[config.mk]
export PLATFORM = sky130hd
export DESIGN_NAME = serial_adder_top
export DESIGN_NICKNAME = d
export VERILOG_FILES = /design/src/rtl/sa_pkg.sv /design/src/rtl/sa_shift_reg.sv /design/src/rtl/sa_carry_core.sv /design/src/rtl/sa_seq.sv /design/src/rtl/serial_adder_top.sv
export SDC_FILE = /design/constraint.sdc
export NUM_CORES = 1
export LEC_CHECK = 0
export BUFFER_PORTS_ARGS = -buffer_cell sky130_fd_sc_hd__buf_4
export CORE_ASPECT_RATIO = 0.8
export CORE_MARGIN = 2
export CORE_UTILIZATION = 36
export CTS_BUF_LIST = sky130_fd_sc_hd__clkbuf_8
export DETAILED_ROUTE_END_ITERATION = 7
export SLEW_MARGIN = 5
export SYNTH_ARGS = -nofsm -noshare
export SYNTH_HDL_FRONTEND = slang
export SYNTH_SLANG_ARGS = --single-unit
[constraint.sdc]
create_clock -name clk -period 1.4 [get_ports clk]
set_input_delay 0.07 -clock clk [delete_from_list [all_inputs] [get_ports clk]]
set_output_delay 0.07 -clock clk [all_outputs]
set_load 0.02 [all_outputs]
[src/rtl/sa_pkg.sv]
package sa_pkg;

  // Mealy form: the state is the carry
  typedef enum logic {
    CY_LO = 1'b0,
    CY_HI = 1'b1
  } mealy_st_t;

  // Moore form: bit 1 carry, bit 0 sum
  typedef enum logic [1:0] {
    ST_C0S0 = 2'b00,
    ST_C0S1 = 2'b01,
    ST_C1S0 = 2'b10,
    ST_C1S1 = 2'b11
  } moore_st_t;

  function automatic logic fa_sum(input logic x, input logic y, input logic c);
    return x ^ y ^ c;
  endfunction

  function automatic logic fa_carry(input logic x, input logic y, input logic c);
    return (x & y) | (x & c) | (y & c);
  endfunction

endpackage

[src/rtl/sa_shift_reg.sv]
module sa_shift_reg #(
  parameter int WIDTH = 8
) (
  input  logic             clk,
  input  logic             rst_n,
  input  logic             load,
  input  logic             shift,
  input  logic [WIDTH-1:0] pdata,
  input  logic             sin,
  output logic [WIDTH-1:0] q
);

  always_ff @(posedge clk or negedge rst_n) begin
    if (!rst_n) begin
      q <= '0;
    end else if (load) begin
      q <= pdata;
    end else if (shift) begin
      q <= {sin, q[WIDTH-1:1]};
    end
  end

  AST_LOAD_CAPTURE: assert property (@(posedge clk) disable iff (!rst_n)
    load |=> q == $past(pdata));

  AST_SHIFT_MOVE: assert property (@(posedge clk) disable iff (!rst_n)
    (shift && !load) |=> q == {$past(sin), $past(q[WIDTH-1:1])});

  AST_IDLE_HOLD: assert property (@(posedge clk) disable iff (!rst_n)
    (!shift && !load) |=> $stable(q));

endmodule

[src/rtl/sa_carry_core.sv]
module sa_carry_core
  import sa_pkg::*;
#(
  parameter bit MOORE = 1'b0
) (
  input  logic clk,
  input  logic rst_n,
  input  logic clear,
  input  logic step,
  input  logic x,
  input  logic y,
  output logic sum_bit,
  output logic carry
);

  generate
    if (MOORE) begin : g_moore
      moore_st_t st_q, st_d;

      always_comb begin
        st_d = st_q;
        if (step) begin
          st_d = moore_st_t'({fa_carry(x, y, st_q[1]), fa_sum(x, y, st_q[1])});
        end
      end

      always_ff @(posedge clk or negedge rst_n) begin
        if (!rst_n) begin
          st_q <= ST_C0S0;
        end else if (clear) begin
          st_q <= ST_C0S0;
        end else begin
          st_q <= st_d;
        end
      end

      assign sum_bit = st_q[0];
      assign carry   = st_q[1];

      AST_MOORE_SUM_LAG: assert property (@(posedge clk) disable iff (!rst_n)
        (step && !clear) |=> sum_bit == ($past(x) ^ $past(y) ^ $past(carry)));

      AST_MOORE_CARRY: assert property (@(posedge clk) disable iff (!rst_n)
        (step && !clear) |=> carry == (($past(x) & $past(y)) |
                                       ($past(carry) & ($past(x) | $past(y)))));

      AST_MOORE_CLEAR: assert property (@(posedge clk) disable iff (!rst_n)
        clear |=> (!carry && !sum_bit));

    end else begin : g_mealy
      mealy_st_t st_q, st_d;

      always_comb begin
        st_d = st_q;
        if (step) begin
          unique case (st_q)
            CY_LO: if (x && y)   st_d = CY_HI;
            CY_HI: if (!x && !y) st_d = CY_LO;
            default: st_d = CY_LO;
          endcase
        end
      end

      always_ff @(posedge clk or negedge rst_n) begin
        if (!rst_n) begin
          st_q <= CY_LO;
        end else if (clear) begin
          st_q <= CY_LO;
        end else begin
          st_q <= st_d;
        end
      end

      assign carry   = st_q;
      assign sum_bit = fa_sum(x, y, st_q);

      AST_MEALY_SET: assert property (@(posedge clk) disable iff (!rst_n)
        (step && !clear && !carry && x && y) |=> carry);

      AST_MEALY_DROP: assert property (@(posedge clk) disable iff (!rst_n)
        (step && !clear && carry && !x && !y) |=> !carry);

      AST_MEALY_KEEP: assert property (@(posedge clk) disable iff (!rst_n)
        (step && !clear && (x ^ y)) |=> $stable(carry));

      AST_MEALY_CLEAR: assert property (@(posedge clk) disable iff (!rst_n)
        clear |=> !carry);
    end
  endgenerate

  AST_NO_STEP_HOLD: assert property (@(posedge clk) disable iff (!rst_n)
    (!step && !clear) |=> $stable(carry));

endmodule

[src/rtl/sa_seq.sv]
module sa_seq #(
  parameter int WIDTH = 8,
  parameter int LAG   = 0
) (
  input  logic clk,
  input  logic rst_n,
  input  logic accept,
  output logic busy,
  output logic done,
  output logic fsm_step
);

  localparam int CYCLES = WIDTH + LAG;
  localparam int CW     = $clog2(CYCLES + 1);
  localparam logic [CW-1:0] LAST  = CW'(CYCLES - 1);
  localparam logic [CW-1:0] NSTEP = CW'(WIDTH);

  logic [CW-1:0] cnt_q;

  always_ff @(posedge clk or negedge rst_n) begin
    if (!rst_n) begin
      cnt_q <= '0;
      busy  <= 1'b0;
      done  <= 1'b0;
    end else if (accept) begin
      cnt_q <= '0;
      busy  <= 1'b1;
      done  <= 1'b0;
    end else if (busy) begin
      cnt_q <= cnt_q + 1'b1;
      if (cnt_q == LAST) begin
        busy <= 1'b0;
        done <= 1'b1;
      end
    end
  end

  assign fsm_step = busy && (cnt_q < NSTEP);

  AST_NO_ACCEPT_BUSY: assert property (@(posedge clk) disable iff (!rst_n)
    busy |-> !accept);

  AST_BUSY_DONE_EXCL: assert property (@(posedge clk) disable iff (!rst_n)
    !(busy && done));

  AST_DONE_HOLD: assert property (@(posedge clk) disable iff (!rst_n)
    (done && !accept) |=> done);

  AST_DONE_CLEAR: assert property (@(posedge clk) disable iff (!rst_n)
    accept |=> (!done && busy));

  AST_COUNT_RANGE: assert property (@(posedge clk) disable iff (!rst_n)
    busy |-> cnt_q <= LAST);

endmodule

[src/rtl/serial_adder_top.sv]
module serial_adder_top #(
  parameter int WIDTH = 8,
  parameter bit MOORE = 1'b0
) (
  input  logic             clk,
  input  logic             rst_n,
  input  logic             op_valid,
  output logic             op_ready,
  input  logic [WIDTH-1:0] op_a,
  input  logic [WIDTH-1:0] op_b,
  output logic [WIDTH-1:0] sum_q,
  output logic             sum_cout,
  output logic             sum_done
);

  localparam int LAG = MOORE ? 1 : 0;

  logic             accept;
  logic             busy;
  logic             fsm_step;
  logic             sbit;
  logic [WIDTH-1:0] opa_q;
  logic [WIDTH-1:0] opb_q;

  assign op_ready = !busy;
  assign accept   = op_valid && op_ready;

  sa_seq #(.WIDTH(WIDTH), .LAG(LAG)) u_seq (
    .clk      (clk),
    .rst_n    (rst_n),
    .accept   (accept),
    .busy     (busy),
    .done     (sum_done),
    .fsm_step (fsm_step)
  );

  sa_shift_reg #(.WIDTH(WIDTH)) u_opa (
    .clk   (clk),
    .rst_n (rst_n),
    .load  (accept),
    .shift (busy),
    .pdata (op_a),
    .sin   (1'b0),
    .q     (opa_q)
  );

  sa_shift_reg #(.WIDTH(WIDTH)) u_opb (
    .clk   (clk),
    .rst_n (rst_n),
    .load  (accept),
    .shift (busy),
    .pdata (op_b),
    .sin   (1'b0),
    .q     (opb_q)
  );

  sa_carry_core #(.MOORE(MOORE)) u_core (
    .clk     (clk),
    .rst_n   (rst_n),
    .clear   (accept),
    .step    (fsm_step),
    .x       (opa_q[0]),
    .y       (opb_q[0]),
    .sum_bit (sbit),
    .carry   (sum_cout)
  );

  sa_shift_reg #(.WIDTH(WIDTH)) u_res (
    .clk   (clk),
    .rst_n (rst_n),
    .load  (1'b0),
    .shift (busy),
    .pdata ('0),
    .sin   (sbit),
    .q     (sum_q)
  );

  AST_OPERANDS_DRAINED: assert property (@(posedge clk) disable iff (!rst_n)
    sum_done |-> (opa_q == '0 && opb_q == '0));

  AST_RESULT_FROZEN: assert property (@(posedge clk) disable iff (!rst_n)
    (sum_done && !op_valid) |=> ($stable(sum_q) && $stable(sum_cout)));

  AST_READY_WHEN_DONE: assert property (@(posedge clk) disable iff (!rst_n)
    sum_done |-> op_ready);

endmodule

Word-level counts from Yosys, hierarchy flattened
Cells that the tools add are included.
- output and inout bits: 11
- flip-flop bits (word level): 31
- bits of input ports: 19
- logic and storage cells: 41
- equality and inequality tests: 1
- bitwise operators: 3
- reduce and logical (&&, ||, !) cells: 11
- magnitude comparators: 1
- $add $sub $neg: 1
- muxes and demuxes: 17
- operators with widths (operator ; count):
    8-bit 2-to-1 mux ; 4
    1-bit 2-to-1 mux ; 10
    4-bit 2-to-1 mux ; 2
    2-bit nonzero test ; 3
    4-bit by 1-bit adder with 4-bit output, second input constant ; 1
    4-bit by 3-bit equality test with 1-bit output, second input constant ; 1
    1-bit logical AND ; 4
    4-bit < comparator, second input constant ; 1
    1-bit logical NOT ; 3
    1-bit case mux with 2 select lines ; 1
    2-bit AND reduction ; 1
    1-bit XOR ; 2
    1-bit NOT ; 1

Logic depth before layout (Yosys ltp)
- depth after elaboration: 6
- depth in mapped cells: 5
- mapped depth without buffers: 5

Hierarchy
Synthesis repeated with hierarchy kept, for this count alone.
- cell total of the unflattened synthesis: 139
- area, all modules: 1532.7 um^2
- modules (own cells, without submodules) (module ; cells each ; seq. area each (um^2) ; instances ; area each (um^2)):
    sa_shift_reg ; 34 ; 200.2 ; 3 ; 372.9
    sa_seq ; 25 ; 150.1 ; 1 ; 307.8
    sa_carry_core ; 9 ; 25.0 ; 1 ; 92.6
    serial_adder_top ; 3 ; 0.0 ; 1 ; 13.8

Least setup slack after synthesis
No wires, ideal clock.
- path type: register to register
- start point: register u_seq.cnt_q[0]
- end point: register u_seq.done
- setup time: 129 ps
- period minus slack after synthesis: 1101 ps
- stages on the path, launching flop included: 5
- setup slack: 299 ps
- path buffers: 0
- required time: 1271 ps
- arrival: 972 ps
- path through: dfrtp_1 > ha_1 > and3b_1 > o21ai_0 > o21ai_0
- word-level cells in the longest chain between the ends: 3
- RTL lines (element ; RTL line ; RTL):
    start: declaration ; sa_seq.sv:18 ; logic [CW-1:0] cnt_q;
    start signal: assignment ; sa_seq.sv:30 ; cnt_q <= cnt_q + 1'b1;
    4-bit by 3-bit equality test with 1-bit output ; sa_seq.sv:31 ; if (cnt_q == LAST) begin
    2-bit nonzero test (no source line) ; n/a ;
    2-bit AND reduction (no source line) ; n/a ;
    end signal: assignment ; sa_seq.sv:24 ; done <= 1'b0;
    end signal: assignment ; sa_seq.sv:28 ; done <= 1'b0;
    end signal: assignment ; sa_seq.sv:33 ; done <= 1'b1;
    end: declaration ; sa_seq.sv:9 ; output logic done,
No other way between the ends.
A chain may end at the register's enable or synchronous reset.

Final worst setup path
- start point: register u_seq.busy
- end point: output op_ready
- word-level cells in the longest chain between the ends: 1
- RTL lines (element ; RTL line ; RTL):
    start: declaration ; sa_seq.sv:8 ; output logic busy,
    start signal: assignment ; sa_seq.sv:23 ; busy <= 1'b0;
    start signal: assignment ; sa_seq.sv:27 ; busy <= 1'b1;
    start signal: assignment ; sa_seq.sv:32 ; busy <= 1'b0;
    1-bit logical NOT ; serial_adder_top.sv:25 ; assign op_ready = !busy;
    end: declaration ; serial_adder_top.sv:8 ; output logic op_ready,
No other way between the ends.

==> metrics.txt <==
status=complete, no violations; commonest non-fill, non-tap cells in the layout=31 x buf_4, 30 x dfrtp_1, 17 x nand2_1; Clock transition at path regs=approximately 0.06 ns; Cell Area, Synth=about 0.0014 sq mm; Max Fclk=0.7789 GHz; initial antenna violation count=0; count of distinct cell types in the synthesized netlist=25; Detailed Place HPWL=1750 microns; sequential share of the synthesized area=between 50% and 60%; final worst-path setup slack=0.1161 ns; GPL Wtd Cong=roughly 0.76; Worst setup SP type=register; Skew-Pair Late Insertion Delay=0.28 ns; WL/cell=~12 microns; Final Max Tran Viols=0; Final Util=46.52%; synthesis-stage register bit count=31; worst vdd ir=~790 uV; worst min-delay path class=input port to register; Syn Area/Cell=approximately 12 sq um; RSZ-0062 raised after global routing=no; Final ANT Viol Nets=0; n_diodes=0; WL final=2458 microns; Crit. End Element=output port; io pins=30; Post-route DRC=0; Die Span X=74.07 microns; Clock Skew=between 0.004 and 0.005 ns; full die area=0.004448 sq mm; DP Worst Slack=0.2070 ns; setup violators final=0; vias in the first global route=944; critical path arrival=1.21 ns; first-pass GRT wire length=4236 microns; clock sinks=31; DRT Pass-1 Iters=4; Core Box Area=0.003779 sq mm; largest net degree at the start of global routing=32; LEAKAGE=0.8710 nW; # Post-CTS Setup Buffers=0; Req. time, crit path=1.33 ns; layout cell share with drive strength beyond 1=30.97%; Initial Utilization=37.42%; total grt overflow=0; critical path class=register to output port; Final nets=177; Rel. slew slack=between 70% and 80%; Fillers=roughly 370; final setup TNS=0 ns; Die Y=approximately 60 microns; Initial DRC Count=57; period utilization=91.71%; PwrDens=1979 mW/mm^2; syn_nets=~140; via count=a little under 1,000; WHS=0.04773 ns; critical-path maximum fanout=21; via/cell ratio=4.648; root buffer cell=clkbuf_8; final instance area=about 0.0018 sq mm; dpl cell area=between 0.0015 and 0.002 sq mm; port bufs=29; Hold Fails Final Rpt=0; Slew @ Worst Pin=0.3792 ns; GRT Overall Usage=13.30%; CTS Buffer Depth=2; CTS tree=yes; total CTS buffers=5; Synth warnings=0; Area Growth Syn to Fin=24.34%; Syn Inst Count=around 120; Period minus WS final=1.284 ns; htree depth=2; row count=20; most common cell after layout, fill and taps aside=buf_4; Max-Cap Viols=0
==> power by group <==
group	leakage [nW]	total, mW	internal [mW]	switching, mW
Clock	0.0470	0.693	0.385	0.309
Sequential	0.399	1.51	1.24	0.266
Combinational	0.425	1.28	0.649	0.629
Total	0.871	3.48	2.28	1.20
==> flip-flops by register name, summed over array words and instances (netlist names) <==
signal,flops
u_opa.q,8
u_seq.cnt_q,4
u_seq.busy,1
u_opb.q,8
u_core.carry,1
u_seq.done,1
u_res.q,8
==> per-stage QoR <==
step | std cells | power, mW
6_report | 210 | 3.479
5_1_grt | 210 | 3.757
4_1_cts | 210 | 3.529
3_5_place_dp | 202 | 2.813
3_3_place_gp | 202 | 2.746
2_1_floorplan | 122 | 2.377
==> Yosys cell counts <==
master	n	area (sq um)
ha_1	3	37.54
xnor2_1	1	8.760
buf_2	2	10.01
o21ai_0	15	75.07
nor2_2	1	6.260
a22o_1	1	8.760
mux2_2	4	45.04
nand3_1	1	5.000
nand2b_1	1	6.260
mux2i_1	16	160.2
nand2_1	17	63.81
a21oi_1	2	10.01
mux2_4	3	45.04
buf_6	3	33.78
nor2_1	4	15.01
inv_1	4	15.01
nand3b_1	1	7.510
a22oi_1	1	7.510
xor2_1	1	8.760
o21ai_1	6	30.03
nor2b_1	1	6.260
clkbuf_1	1	3.750
buf_12	1	20.02
and3b_1	1	8.760
dfrtp_1	31	775.7
==> routing by layer <==
metal | GRT usage (%) | wire [microns] | up-vias
li1 | - | - | 479
met1 | 15.88 | 1092 | 473
met2 | 20.54 | 1174 | 20
met3 | 7.083 | 158 | 4
met4 | 4.675 | 32 | 0
met5 | 0 | 0 | -
==> kinds of logic (layout without fill, tap and decap cells) <==
group	Yosys count	after routing	share of synthesized area, %
flops	31	31	54.87
simple gates	27	27	8.408
compound gates	25	25	9.292
mux	23	23	17.70
buf+inv	11	44	5.840
fa+ha+maj	3	3	2.655
xor+xnor	2	2	1.239
==> final cells by class <==
type | count | area (sq um) | share of cell area (%)
clock buffer | 6 | 82.58 | 4.697
clock inverter | 1 | 5.005 | 0.2847
inverter | 4 | 15.01 | 0.8541
multi-input combinational | 80 | 555.5 | 31.60
sequential | 31 | 777.0 | 44.20
tap | 55 | 68.82 | 3.915
timing repair buffer | 33 | 254.0 | 14.45
==> worst max-delay path, cell delays in order (launching register included) <==
cell	delay [ns]
dfrtp_2	0.46
buf_6	0.18
inv_1	0.13
buf_4	0.16
==> final timing paths <==
path | from | to | slack (ns) | depth (start not counted)
min in group asynchronous | rst_n | u_opb.q[0] | 0.25 | 2
max in group asynchronous | rst_n | u_seq.busy | 0.84 | 2
hold reg to reg | u_opb.q[4] | u_opb.q[3] | 0.48 | 2
setup reg to reg | u_seq.cnt_q[0] | u_seq.done | 0.21 | 4
hold / removal | op_b[7] | u_opb.q[7] | 0.05 | 3
setup / recovery | u_seq.busy | op_ready | 0.12 | 3
==> timing repair <==
action                                  CTS  global route
hold buffers                              1             0
endpoints found under the setup margin    1             1
hold endpoints to repair                 31             0
resized for setup                         1             1
(Power assumes the default switching activity.)
